$ cat src/rtl/pdp_pkg.sv
package pdp_pkg;
    localparam int OFF_W  = 11;
    localparam int BYTE_W = 8;
    localparam int DATA_W = 2 * BYTE_W;
    localparam int PAGE_W = 8;

    typedef enum logic [1:0] {
        REG_PTR   = 2'd0,
        REG_WORD  = 2'd1,
        REG_BYTE0 = 2'd2,
        REG_BYTE1 = 2'd3
    } pdp_reg_e;

    typedef enum logic [2:0] {
        ST_IDLE      = 3'd0,
        ST_WR_LO     = 3'd1,
        ST_WR_HI     = 3'd2,
        ST_FETCH_LO  = 3'd3,
        ST_FETCH_HI  = 3'd4,
        ST_FETCH_END = 3'd5
    } pdp_state_e;

    typedef struct packed {
        logic             src_rx;
        logic             auto_inc;
        logic             rd_mode;
        logic [OFF_W-1:0] off;
    } pdp_ptr_t;
endpackage

$ cat src/rtl/pdp_ptr_reg.sv
module pdp_ptr_reg
    import pdp_pkg::*;
(
    input  logic     clk,
    input  logic     rst_n,
    input  logic     ptr_load,
    input  pdp_ptr_t load_val,
    input  logic     adv_en,
    input  logic     adv_word,
    output pdp_ptr_t ptr_q
);
    logic [OFF_W-1:0] step;

    assign step = adv_word ? OFF_W'(2) : OFF_W'(1);

    always_ff @(posedge clk or negedge rst_n) begin
        if (!rst_n) begin
            ptr_q <= '0;
        end else if (ptr_load) begin
            ptr_q <= load_val;
        end else if (adv_en) begin
            ptr_q.off <= ptr_q.off + step;
        end
    end
endmodule

$ cat src/rtl/pdp_addr_gen.sv
module pdp_addr_gen
    import pdp_pkg::*;
#(
    parameter int PN_W   = 3,
    parameter int ADDR_W = PN_W + PAGE_W
) (
    input  logic [PN_W-1:0]   pkt,
    input  logic [OFF_W-1:0]  off,
    output logic [ADDR_W-1:0] addr
);
    logic [ADDR_W-1:0] page_base;

    assign page_base = {pkt, {PAGE_W{1'b0}}};
    assign addr      = page_base + ADDR_W'(off);
endmodule

$ cat src/rtl/pdp_prefetch.sv
module pdp_prefetch
    import pdp_pkg::*;
(
    input  logic              clk,
    input  logic              rst_n,
    input  logic              cap_lo,
    input  logic              cap_hi,
    input  logic [BYTE_W-1:0] rdata,
    output logic [BYTE_W-1:0] pf_lo,
    output logic [BYTE_W-1:0] pf_hi
);
    always_ff @(posedge clk or negedge rst_n) begin
        if (!rst_n) begin
            pf_lo <= '0;
            pf_hi <= '0;
        end else begin
            if (cap_lo) pf_lo <= rdata;
            if (cap_hi) pf_hi <= rdata;
        end
    end
endmodule

$ cat src/rtl/pdp_ctrl_fsm.sv
module pdp_ctrl_fsm
    import pdp_pkg::*;
(
    input  logic     clk,
    input  logic     rst_n,
    input  logic     hst_req,
    input  logic     hst_we,
    input  pdp_reg_e reg_sel,
    input  logic     new_rd_mode,
    input  logic     cur_rd_mode,
    input  logic     cur_auto,
    output logic     ready,
    output logic     accept,
    output logic     ram_en,
    output logic     ram_we,
    output logic     hi_sel,
    output logic     wr_phase,
    output logic     cap_lo,
    output logic     cap_hi
);
    pdp_state_e state_q, state_d;
    logic       word_q;

    assign accept = hst_req && (state_q == ST_IDLE);

    // state register
    always_ff @(posedge clk or negedge rst_n) begin
        if (!rst_n) begin
            state_q <= ST_IDLE;
            word_q  <= 1'b0;
        end else begin
            state_q <= state_d;
            if (accept) word_q <= (reg_sel == REG_WORD);
        end
    end

    // next state
    always_comb begin
        state_d = state_q;
        unique case (state_q)
            ST_IDLE: begin
                if (accept) begin
                    if (hst_we) begin
                        unique case (reg_sel)
                            REG_PTR:   state_d = new_rd_mode ? ST_FETCH_LO : ST_IDLE;
                            REG_WORD,
                            REG_BYTE0: state_d = ST_WR_LO;
                            REG_BYTE1: state_d = ST_WR_HI;
                            default:   state_d = ST_IDLE;
                        endcase
                    end else if (reg_sel != REG_PTR && cur_auto && cur_rd_mode) begin
                        state_d = ST_FETCH_LO;
                    end
                end
            end
            ST_WR_LO: begin
                if (word_q)           state_d = ST_WR_HI;
                else if (cur_rd_mode) state_d = ST_FETCH_LO;
                else                  state_d = ST_IDLE;
            end
            ST_WR_HI:     state_d = cur_rd_mode ? ST_FETCH_LO : ST_IDLE;
            ST_FETCH_LO:  state_d = ST_FETCH_HI;
            ST_FETCH_HI:  state_d = ST_FETCH_END;
            ST_FETCH_END: state_d = ST_IDLE;
            default:      state_d = ST_IDLE;
        endcase
    end

    // outputs
    always_comb begin
        ready    = 1'b0;
        ram_en   = 1'b0;
        ram_we   = 1'b0;
        hi_sel   = 1'b0;
        wr_phase = 1'b0;
        cap_lo   = 1'b0;
        cap_hi   = 1'b0;
        unique case (state_q)
            ST_IDLE:      ready = 1'b1;
            ST_WR_LO: begin
                ram_en   = 1'b1;
                ram_we   = 1'b1;
                wr_phase = 1'b1;
            end
            ST_WR_HI: begin
                ram_en   = 1'b1;
                ram_we   = 1'b1;
                wr_phase = 1'b1;
                hi_sel   = 1'b1;
            end
            ST_FETCH_LO:  ram_en = 1'b1;
            ST_FETCH_HI: begin
                ram_en = 1'b1;
                hi_sel = 1'b1;
                cap_lo = 1'b1;
            end
            ST_FETCH_END: cap_hi = 1'b1;
            default:      ready = 1'b0;
        endcase
    end

    assert_fetch_walk_R7: assert property (@(posedge clk) disable iff (!rst_n)
        (state_q == ST_FETCH_LO) |=> (state_q == ST_FETCH_HI));
    assert_fetch_close_R7: assert property (@(posedge clk) disable iff (!rst_n)
        (state_q == ST_FETCH_HI) |=> (state_q == ST_FETCH_END));
    assert_word_pair_R4: assert property (@(posedge clk) disable iff (!rst_n)
        (state_q == ST_WR_LO && word_q) |=> (state_q == ST_WR_HI));
    assert_refill_after_write_R8: assert property (@(posedge clk) disable iff (!rst_n)
        (state_q == ST_WR_HI && cur_rd_mode) |=> (state_q == ST_FETCH_LO));
endmodule

$ cat src/rtl/pkt_data_port.sv
module pkt_data_port
    import pdp_pkg::*;
#(
    parameter  int PN_W   = 3,
    localparam int ADDR_W = PN_W + PAGE_W
) (
    input  logic              clk,
    input  logic              rst_n,
    input  logic              hst_req,
    input  logic              hst_we,
    input  logic [1:0]        hst_reg,
    input  logic [DATA_W-1:0] hst_wdata,
    output logic [DATA_W-1:0] hst_rdata,
    output logic              hst_ready,
    input  logic [PN_W-1:0]   rx_head_pkt,
    input  logic [PN_W-1:0]   tx_pkt_num,
    output logic              ram_en,
    output logic              ram_we,
    output logic [ADDR_W-1:0] ram_addr,
    output logic [BYTE_W-1:0] ram_wdata,
    input  logic [BYTE_W-1:0] ram_rdata
);
    pdp_reg_e          reg_sel;
    pdp_ptr_t          ptr_q;
    pdp_ptr_t          ptr_new;
    logic              accept, hi_sel, wr_phase, cap_lo, cap_hi;
    logic              ptr_load, is_data, adv_en, adv_word, src_now;
    logic [OFF_W-1:0]  acc_off, base_off, byte_off;
    logic [PN_W-1:0]   acc_pkt;
    logic [DATA_W-1:0] wbuf;
    logic [BYTE_W-1:0] pf_lo, pf_hi;

    assign reg_sel  = pdp_reg_e'(hst_reg);
    assign ptr_new  = '{src_rx: hst_wdata[15], auto_inc: hst_wdata[14],
                        rd_mode: hst_wdata[13], off: hst_wdata[OFF_W-1:0]};
    assign is_data  = (reg_sel != REG_PTR);
    assign ptr_load = accept && hst_we && !is_data;
    assign adv_en   = accept && is_data && ptr_q.auto_inc;
    assign adv_word = (reg_sel == REG_WORD);
    assign src_now  = ptr_load ? hst_wdata[15] : ptr_q.src_rx;

    pdp_ctrl_fsm u_fsm (
        .clk        (clk),
        .rst_n      (rst_n),
        .hst_req    (hst_req),
        .hst_we     (hst_we),
        .reg_sel    (reg_sel),
        .new_rd_mode(hst_wdata[13]),
        .cur_rd_mode(ptr_q.rd_mode),
        .cur_auto   (ptr_q.auto_inc),
        .ready      (hst_ready),
        .accept     (accept),
        .ram_en     (ram_en),
        .ram_we     (ram_we),
        .hi_sel     (hi_sel),
        .wr_phase   (wr_phase),
        .cap_lo     (cap_lo),
        .cap_hi     (cap_hi)
    );

    pdp_ptr_reg u_ptr (
        .clk     (clk),
        .rst_n   (rst_n),
        .ptr_load(ptr_load),
        .load_val(ptr_new),
        .adv_en  (adv_en),
        .adv_word(adv_word),
        .ptr_q   (ptr_q)
    );

    // access context captured at the accept edge
    always_ff @(posedge clk or negedge rst_n) begin
        if (!rst_n) begin
            acc_off <= '0;
            acc_pkt <= '0;
            wbuf    <= '0;
        end else if (accept) begin
            acc_off <= ptr_q.off;
            acc_pkt <= src_now ? rx_head_pkt : tx_pkt_num;
            wbuf    <= (reg_sel == REG_BYTE1) ? {hst_wdata[BYTE_W-1:0], {BYTE_W{1'b0}}}
                                              : hst_wdata;
        end
    end

    assign base_off  = wr_phase ? acc_off : ptr_q.off;
    assign byte_off  = base_off + OFF_W'(hi_sel);
    assign ram_wdata = hi_sel ? wbuf[DATA_W-1:BYTE_W] : wbuf[BYTE_W-1:0];

    pdp_addr_gen #(.PN_W(PN_W), .ADDR_W(ADDR_W)) u_addr (
        .pkt (acc_pkt),
        .off (byte_off),
        .addr(ram_addr)
    );

    pdp_prefetch u_pf (
        .clk   (clk),
        .rst_n (rst_n),
        .cap_lo(cap_lo),
        .cap_hi(cap_hi),
        .rdata (ram_rdata),
        .pf_lo (pf_lo),
        .pf_hi (pf_hi)
    );

    always_comb begin
        unique case (reg_sel)
            REG_PTR:   hst_rdata = {ptr_q.src_rx, ptr_q.auto_inc, ptr_q.rd_mode, 2'b00, ptr_q.off};
            REG_WORD:  hst_rdata = {pf_hi, pf_lo};
            REG_BYTE0: hst_rdata = {{BYTE_W{1'b0}}, pf_lo};
            REG_BYTE1: hst_rdata = {{BYTE_W{1'b0}}, pf_hi};
            default:   hst_rdata = '0;
        endcase
    end

    assert_busy_ignored_R9: assert property (@(posedge clk) disable iff (!rst_n)
        (hst_req && !hst_ready) |=> $stable(ptr_q));
    assert_word_step_R6: assert property (@(posedge clk) disable iff (!rst_n)
        (accept && reg_sel == REG_WORD && ptr_q.auto_inc)
        |=> (ptr_q.off == $past(ptr_q.off) + OFF_W'(2)));
    assert_no_step_R6: assert property (@(posedge clk) disable iff (!rst_n)
        (accept && is_data && !ptr_q.auto_inc) |=> $stable(ptr_q.off));
    assert_quiet_ptr_R10: assert property (@(posedge clk) disable iff (!rst_n)
        (accept && hst_we && !is_data && !hst_wdata[13]) |=> (hst_ready && !ram_en));
    assert_fetch_start_R7: assert property (@(posedge clk) disable iff (!rst_n)
        (accept && hst_we && !is_data && hst_wdata[13]) |=> (!hst_ready && ram_en && !ram_we));
endmodule

$ cat config.mk
export PLATFORM = sky130hd
export DESIGN_NAME = pkt_data_port
export DESIGN_NICKNAME = d
export VERILOG_FILES = /design/src/rtl/pdp_pkg.sv /design/src/rtl/pdp_ptr_reg.sv /design/src/rtl/pdp_addr_gen.sv /design/src/rtl/pdp_prefetch.sv /design/src/rtl/pdp_ctrl_fsm.sv /design/src/rtl/pkt_data_port.sv
export SDC_FILE = /design/constraint.sdc
export NUM_CORES = 1
export LEC_CHECK = 0
export ABC_AREA = 1
export ABC_CLOCK_PERIOD_IN_PS = 2600
export BUFFER_PORTS_ARGS = -buffer_cell sky130_fd_sc_hd__buf_4
export CAP_MARGIN = 40
export CORE_AREA = 4 4 93 95
export CTS_BUF_LIST = sky130_fd_sc_hd__clkbuf_2
export CTS_CLUSTER_DIAMETER = 40
export DETAILED_ROUTE_END_ITERATION = 8
export DIE_AREA = 0 0 97 99
export PLACE_DENSITY = 0.77
export SYNTH_ARGS = -nofsm -noshare
export SYNTH_HDL_FRONTEND = slang
export SYNTH_SLANG_ARGS = --single-unit
export TNS_END_PERCENT = 20
$ cat constraint.sdc
create_clock -name clk -period 2.6 [get_ports clk]
set_input_delay 0 -clock clk [delete_from_list [all_inputs] [get_ports clk]]
set_output_delay 0 -clock clk [all_outputs]
set_load 0.01 [all_outputs]
==> impl_metrics.tcl, run 1 <==
set metrics [dict create \
    status "finished, final reports clean" \
    r2r_slack_ns 0.16 \
    cts_inserted_buffers 9 \
    power.leakage_uw 0.00254 \
    diodes 0 \
    stdcell_area_um2 5000 \
    dpl-instance-area_um2 4430 \
    cts.sinks 64 \
    slowest_stage "dfrtp_1" \
    crit_cells 12 \
    grt_first_pass_wirelength_mm 17.8 \
    initial_core_util 0.493 \
    cp_max_fo 11 \
    max_stage_delay_ns 0.47 \
    r2r_start "u_fsm.state_q[2]" \
    drt_iter0_drc 372 \
    utilization 0.647 \
    synth_cell_types 40 \
    synth_area_um2 3810 \
    die_h_um 99 \
    drt-pass1-iter-count 5 \
    cts_root_buffer "clkbuf_2" \
    setup_viol 0 \
    hold_path_class "in2async" \
    p_per_area_nw_per_um2 1100 \
    post-route-period-util 0.944 \
    critPathKind "reg2out" \
    hold_viol 0 \
    htreeDepth 3 \
    synth_cells 497 \
    wl_mm 10.9 \
    track_usage 0.229 \
    max-cap-violations 0 \
    path_delay_family "simple AND/OR/NAND/NOR gates" \
    synth-edff-count 0 \
    crit_top_cell "nand2_1" \
    drc 0 \
    fin_crit_ns 2.45 \
    synthArstFlopShare 1.00 \
    dieArea_um2 9600 \
    port_buffers 73 \
    reg2regPathDepth 8 \
    layout.nets 661 \
    tightest_slew_ns 0.794 \
    hpwl_mm 7.39 \
    slew_headroom 0.471 \
    antenna_found_initial 0 \
    avgRoutedWirePerCell_um 15.2 \
    cp.required_ns 2.60 \
    cts_tree "built" \
    clock_latency_ns 0.47 \
    core_um2 7730 \
    grt_max_degree 65 \
    overflow 0 \
    finClkSkew_ns 0.0140 \
    yosysWarnings 0 \
    cts_buffer_depth 2 \
    ant_nets 0 \
    vias_per_cell 5.34 \
    die_w_um 97 \
    max-vdd-ir-drop_mv 0.414 \
    globalplace.congestion 0.918 \
    vias 3843 \
    finalMaxSlewViolations 0 \
    row_count 32 \
    nFillCells 660 \
    worstSetupStartpointType "flop" \
    area_growth_pct 31.2 \
    clock.fmax_ghz 0.407 \
    final_layout_size_suffix_gt1_frac 0.212 \
    ys_ff_latch 64 \
    timing.critical_path.buf_inv 4 \
    seq_area_um2 1600 \
    cp_data_arrival_time_ns 2.45 \
    ys.flop_type "dfrtp_1" \
    synth_nets 544 \
    clkSlewWorstSetupHoldPaths_ns 0.17 \
    grt_pass1_vias 3756 \
    ios 74 \
    worstSetupEndpointType "output pin" \
    r2r-end "acc_pkt[2]" \
    synth-seq-area-share 0.420 \
    avgSynthCellArea_um2 7.67 \
    rsz0062_at_grt "true" \
    multi_input_area_um2 1890 \
    cp_cell_sequence "inv_2, nand3_4, nand2_8, buf_4, nand2_1, and2_1, ha_1, nand2_1, inv_1, nand2_1, xnor2_1, buf_4" \
]
routing by layer:
| metal | GRT usage | part of all wire | vias to the layer above |
|---|---|---|---|
| met1 | 0.298 | 0.42 | 1794 |
| met3 | 0.0439 | 0.064 | 34 |
| met2 | 0.366 | 0.48 | 161 |
| met5 | 0 | 0 | - |
| met4 | 0.114 | 0.036 | 0 |
| li1 | - | - | 1854 |
state kept, by name (all words and copies together), names as in the netlist:
register / flops
u_ptr.ptr_q: 14
u_pf.pf_hi: 8
u_fsm.state_q: 3
u_pf.pf_lo: 8
acc_off: 11
u_fsm.word_q: 1
acc_pkt: 3
wbuf: 16
worst reg2reg max path, stage by stage (launching register included):
cell and delay, ns:
dfrtp_1 0.47, inv_2 0.14, nand3_4 0.16, nor2_8 0.29
nand3_4 0.20, o21ai_2 0.33, nor2_1 0.08, dlygate4sd3_1 0.57
o21ai_1 0.14
cells in the final DEF (no fill, tap or decap), drive strengths merged, types with 9 or more instances in the layout:
cell,instances
nand2,148
buf,86
inv,68
dfrtp,64
o21ai,57
nand3,41
dlygate4sd3,37
nor2,35
clkbuf,10
ha,10
o221ai,9
per-stage QoR:
stage               hold WS (ns)  cells  TNS (ns)  setup slack (ns)  total power (uW)
floorplan                 -0.296    497         0             0.719              3600
global placement           0.142    658         0             0.622              4590
detailed placement         0.139    658         0             0.458              4690
CTS                        0.121    711         0            0.0302              5340
global route               0.148    720   -0.0502           -0.0300              5970
finish                     0.127    720         0             0.145              5500
kinds of logic after synthesis:
group,synth area share
AND/OR/NAND/NOR,0.273
flip-flops,0.420
buffers and inverters,0.0916
AO/OA/AOI/OAI,0.159
adder cells (fa/ha/maj),0.0381
XOR/XNOR,0.0184
Yosys cell counts (2+ instances only):
cell type | count | area share
o22ai_1 | 4 | 0.0066
nand3_1 | 36 | 0.047
clkbuf_1 | 10 | 0.0098
inv_1 | 62 | 0.061
o21ai_0 | 49 | 0.064
ha_1 | 10 | 0.033
inv_2 | 5 | 0.0049
xor2_1 | 5 | 0.011
nand3_4 | 3 | 0.014
a21oi_1 | 6 | 0.0079
nand2_2 | 3 | 0.0049
buf_2 | 6 | 0.0079
o31ai_1 | 7 | 0.014
nor2_1 | 29 | 0.029
o221ai_1 | 9 | 0.021
nand3_2 | 2 | 0.0053
nor2_4 | 3 | 0.0089
nand4_1 | 3 | 0.0049
o21ai_1 | 4 | 0.0053
clkinv_1 | 2 | 0.0020
xnor2_1 | 3 | 0.0069
o211ai_1 | 8 | 0.016
nand2_1 | 143 | 0.14
dfrtp_1 | 64 | 0.42
a22oi_1 | 4 | 0.0079
o21ai_2 | 3 | 0.0069
layout make-up:
class | count | share of cell area
inverter | 70 | 0.0530
tap | 102 | 0.0255
sequential | 64 | 0.320
clock buffer | 10 | 0.0100
clock inverter | 5 | 0.00975
timing repair buffer | 123 | 0.203
multi-input combinational | 346 | 0.378
repair_timing:
| action | 4_1_cts | 5_1_grt |
|---|---|---|
| hold buffers | 37 | 0 |
| buffers inserted | 1 | 8 |
| endpoints found under the setup margin | 5 | 9 |
| cloned | 0 | 1 |
| resized for setup | 3 | 4 |
| pin swaps | 1 | 5 |
| hold endpoints to repair | 115 | 0 |
how the worst max path moves through the flow:
stage / startpoint / to
3_5_place_dp: u_fsm.state_q[0] / ram_addr[10]
4_1_cts: u_fsm.state_q[0] / ram_addr[10]
3_3_place_gp: u_fsm.state_q[0] / ram_addr[10]
6_report: u_fsm.state_q[2] / ram_addr[4]
5_1_grt: u_fsm.state_q[2] / ram_addr[8]
2_1_floorplan: u_fsm.state_q[0] / ram_addr[4]
power by group:
part	switching, uW	leakage, uW	internal, uW	total [uW]
Sequential	347	0.000796	1450	1800
Clock	349	0.0000690	214	563
Combinational	1790	0.00168	1350	3140
Note: power is estimated with default switching activity, not from simulation.
==> run 2: changes to the inputs <==
--- a/config.mk
+++ b/config.mk
@@ -9,11 +9,11 @@
 export ABC_CLOCK_PERIOD_IN_PS = 2600
 export BUFFER_PORTS_ARGS = -buffer_cell sky130_fd_sc_hd__buf_4
 export CAP_MARGIN = 40
-export CORE_AREA = 4 4 93 95
+export CORE_AREA = 4 4 89 99
 export CTS_BUF_LIST = sky130_fd_sc_hd__clkbuf_2
 export CTS_CLUSTER_DIAMETER = 40
 export DETAILED_ROUTE_END_ITERATION = 8
-export DIE_AREA = 0 0 97 99
+export DIE_AREA = 0 0 93 103
 export PLACE_DENSITY = 0.77
 export SYNTH_ARGS = -nofsm -noshare
 export SYNTH_HDL_FRONTEND = slang
==> constraint.sdc (replaced) <==
create_clock -name clk -period 2.6 [get_ports clk]
set_input_delay 0.39 -clock clk [delete_from_list [all_inputs] [get_ports clk]]
set_output_delay 0.39 -clock clk [all_outputs]
set_load 0.01 [all_outputs]
==> impl_metrics.tcl, run 2 (synthesis results as in run 1) <==
set metrics [dict create \
    ios 74 \
    post-route-period-util 1.06 \
    max_stage_delay_ns 0.47 \
    wl_met1_mm 4.37 \
    die_w_um 93 \
    overflow 0 \
    finalPower_uw 5840 \
    setup_viol 8 \
    htreeDepth 3 \
    die_h_um 103 \
    cts_inserted_buffers 9 \
    clkSlewWorstSetupHoldPaths_ns 0.18 \
    p_sw_frac 0.450 \
    drt_iter0_drc 300 \
    finClkSkew_ns 0.0195 \
    area_growth_pct 28.0 \
    power.internal_uw 3210 \
    final_common_cell "nand2_1" \
    pwr-share-seq 0.310 \
    clkPwrFrac 0.100 \
    largest_reg_flops 16 \
    slew_headroom 0.457 \
    antenna_found_initial 0 \
    final_layout_size_suffix_gt1_frac 0.278 \
    hpwl_mm 7.42 \
    setup_slack_ns -0.165 \
    drc 0 \
    fin_tns_setup_ns -0.949 \
    rsz0062_at_grt "true" \
    status "complete, but fails checks" \
    p_per_area_nw_per_um2 1200 \
    clock.fmax_ghz 0.362 \
    worstSetupStartpointType "flop" \
    globalplace.congestion 0.915 \
    cts_tree "built" \
    drt-pass1-iter-count 6 \
    avgRoutedWirePerCell_um 15.1 \
    fin_crit_ns 2.76 \
    port_buffers 73 \
    topRoutingLayerUsed "met4" \
    seq_area_um2 1600 \
    tightest_slew_ns 0.814 \
    dieArea_um2 9580 \
    cp_cell_sequence "nor2_2, nand2_4, nand2_8, nand2_1, o21ai_2, ha_4, ha_4, nand2_4, nor2_4, nand2_2, nand2_1, nand2_1, nand2_1, buf_6" \
    multi_input_area_um2 2010 \
    core_um2 7830 \
    hold_viol 0 \
    diodes 0 \
    layout.nets 636 \
    utilization 0.623 \
    grt_pass1_vias 3543 \
    cts.sinks 64 \
    track_usage 0.225 \
    clock_latency_ns 0.49 \
    dpl-instance-area_um2 4460 \
    ant_nets 0 \
    cts_root_buffer "clkbuf_2" \
    worstSetupEndpointType "output pin" \
    vias_per_cell 5.30 \
    wl_mm 10.6 \
    violations "negative setup slack" \
    slowest_stage "dfrtp_2" \
    hold_path_class "in2reg" \
    p_switching_uw 2630 \
    vias 3721 \
    initial_core_util 0.487 \
    critPathKind "reg2out" \
    max-vdd-ir-drop_mv 0.457 \
    wl_met3_um 707 \
    met2_length_mm 5.25 \
    grt_first_pass_wirelength_mm 16.9 \
    power.leakage_uw 0.00249 \
    cp.required_ns 2.21 \
    cp_data_arrival_time_ns 2.37 \
    pwr-share-comb 0.590 \
    crit_top_cell "nand2_1" \
    max-cap-violations 0 \
    grt_max_degree 65 \
    cts_buffer_depth 2 \
    row_count 34 \
    nFillCells 731 \
    stdcell_area_um2 4880 \
    final_cell_mix "nand2_1, buf_4, dfrtp_1" \
    cp_max_fo 8 \
    top_register "wbuf" \
    top_regs "wbuf (16), u_ptr.ptr_q (14), acc_off (11)" \
    finalMaxSlewViolations 0 \
]
run 2: power groups by stage:
stage,Sequential [uW],Combinational [uW],Clock (uW)
after floorplan,1700,1900,0
after CTS,1780,3190,593
final,1810,3450,583
after detailed placement,1810,2890,0
after global placement,1790,2820,0
after global routing,1860,3820,627
run 2: worst max-delay path, delay by kind of cell, from the launching register on:
| kind | cells | cell delay [ns] |
|---|---|---|
| fa+ha+maj | 2 | 0.32 |
| compound gates | 1 | 0.08 |
| simple gates | 10 | 0.91 |
| buf+inv | 1 | 0.10 |
| flops | 1 | 0.47 |
run 2: area by class of cell:
type / instances / share of cell area
Timing Repair Buffer: 98 / 0.156
Clock buffer: 11 / 0.0113
Clock inverter: 5 / 0.00974
Sequential cell: 64 / 0.329
Tap cell: 108 / 0.0277
Inverter: 70 / 0.0554
Multi-Input combinational cell: 346 / 0.411
run 2: final timing paths:
| check | startpoint | to | slack, ns | depth (start not counted) |
|---|---|---|---|---|
| max in group asynchronous | rst_n | u_fsm.state_q[1] | 1.51 | 2 |
| worst max-delay path | u_fsm.state_q[0] | ram_addr[10] | -0.16 | 14 |
| worst min register to register | wbuf[7] | wbuf[7] | 0.50 | 2 |
| worst max register to register | u_fsm.state_q[0] | u_ptr.ptr_q[8] | 0.53 | 8 |
| worst min-delay path | hst_wdata[3] | u_ptr.ptr_q[3] | 0.12 | 3 |
| min in group asynchronous | rst_n | wbuf[2] | 0.49 | 2 |
run 2: metal layers:
layer / up-vias / global-route usage
met4: 0 / 0.0891
met1: 1740 / 0.287
met5: - / 0
li1: 1801 / -
met2: 151 / 0.383
met3: 29 / 0.0394
run 2: per-stage QoR:
stage	cells	hold slack, ns	setup WS [ns]
final	702	0.121	-0.165
after global routing	702	0.0970	-0.314
after CTS	700	0.105	-0.204
after detailed placement	667	0.465	0.107
after global placement	667	0.464	0.242
after floorplan	497	0.0944	0.329
run 2: what timing repair did:
action,4_1_cts,5_1_grt
buffers inserted,15,2
pin swaps,15,18
resized for setup,16,27
hold endpoints to repair,64,0
cloned,1,0
hold buffers,1,0
endpoints found under the setup margin,10,10
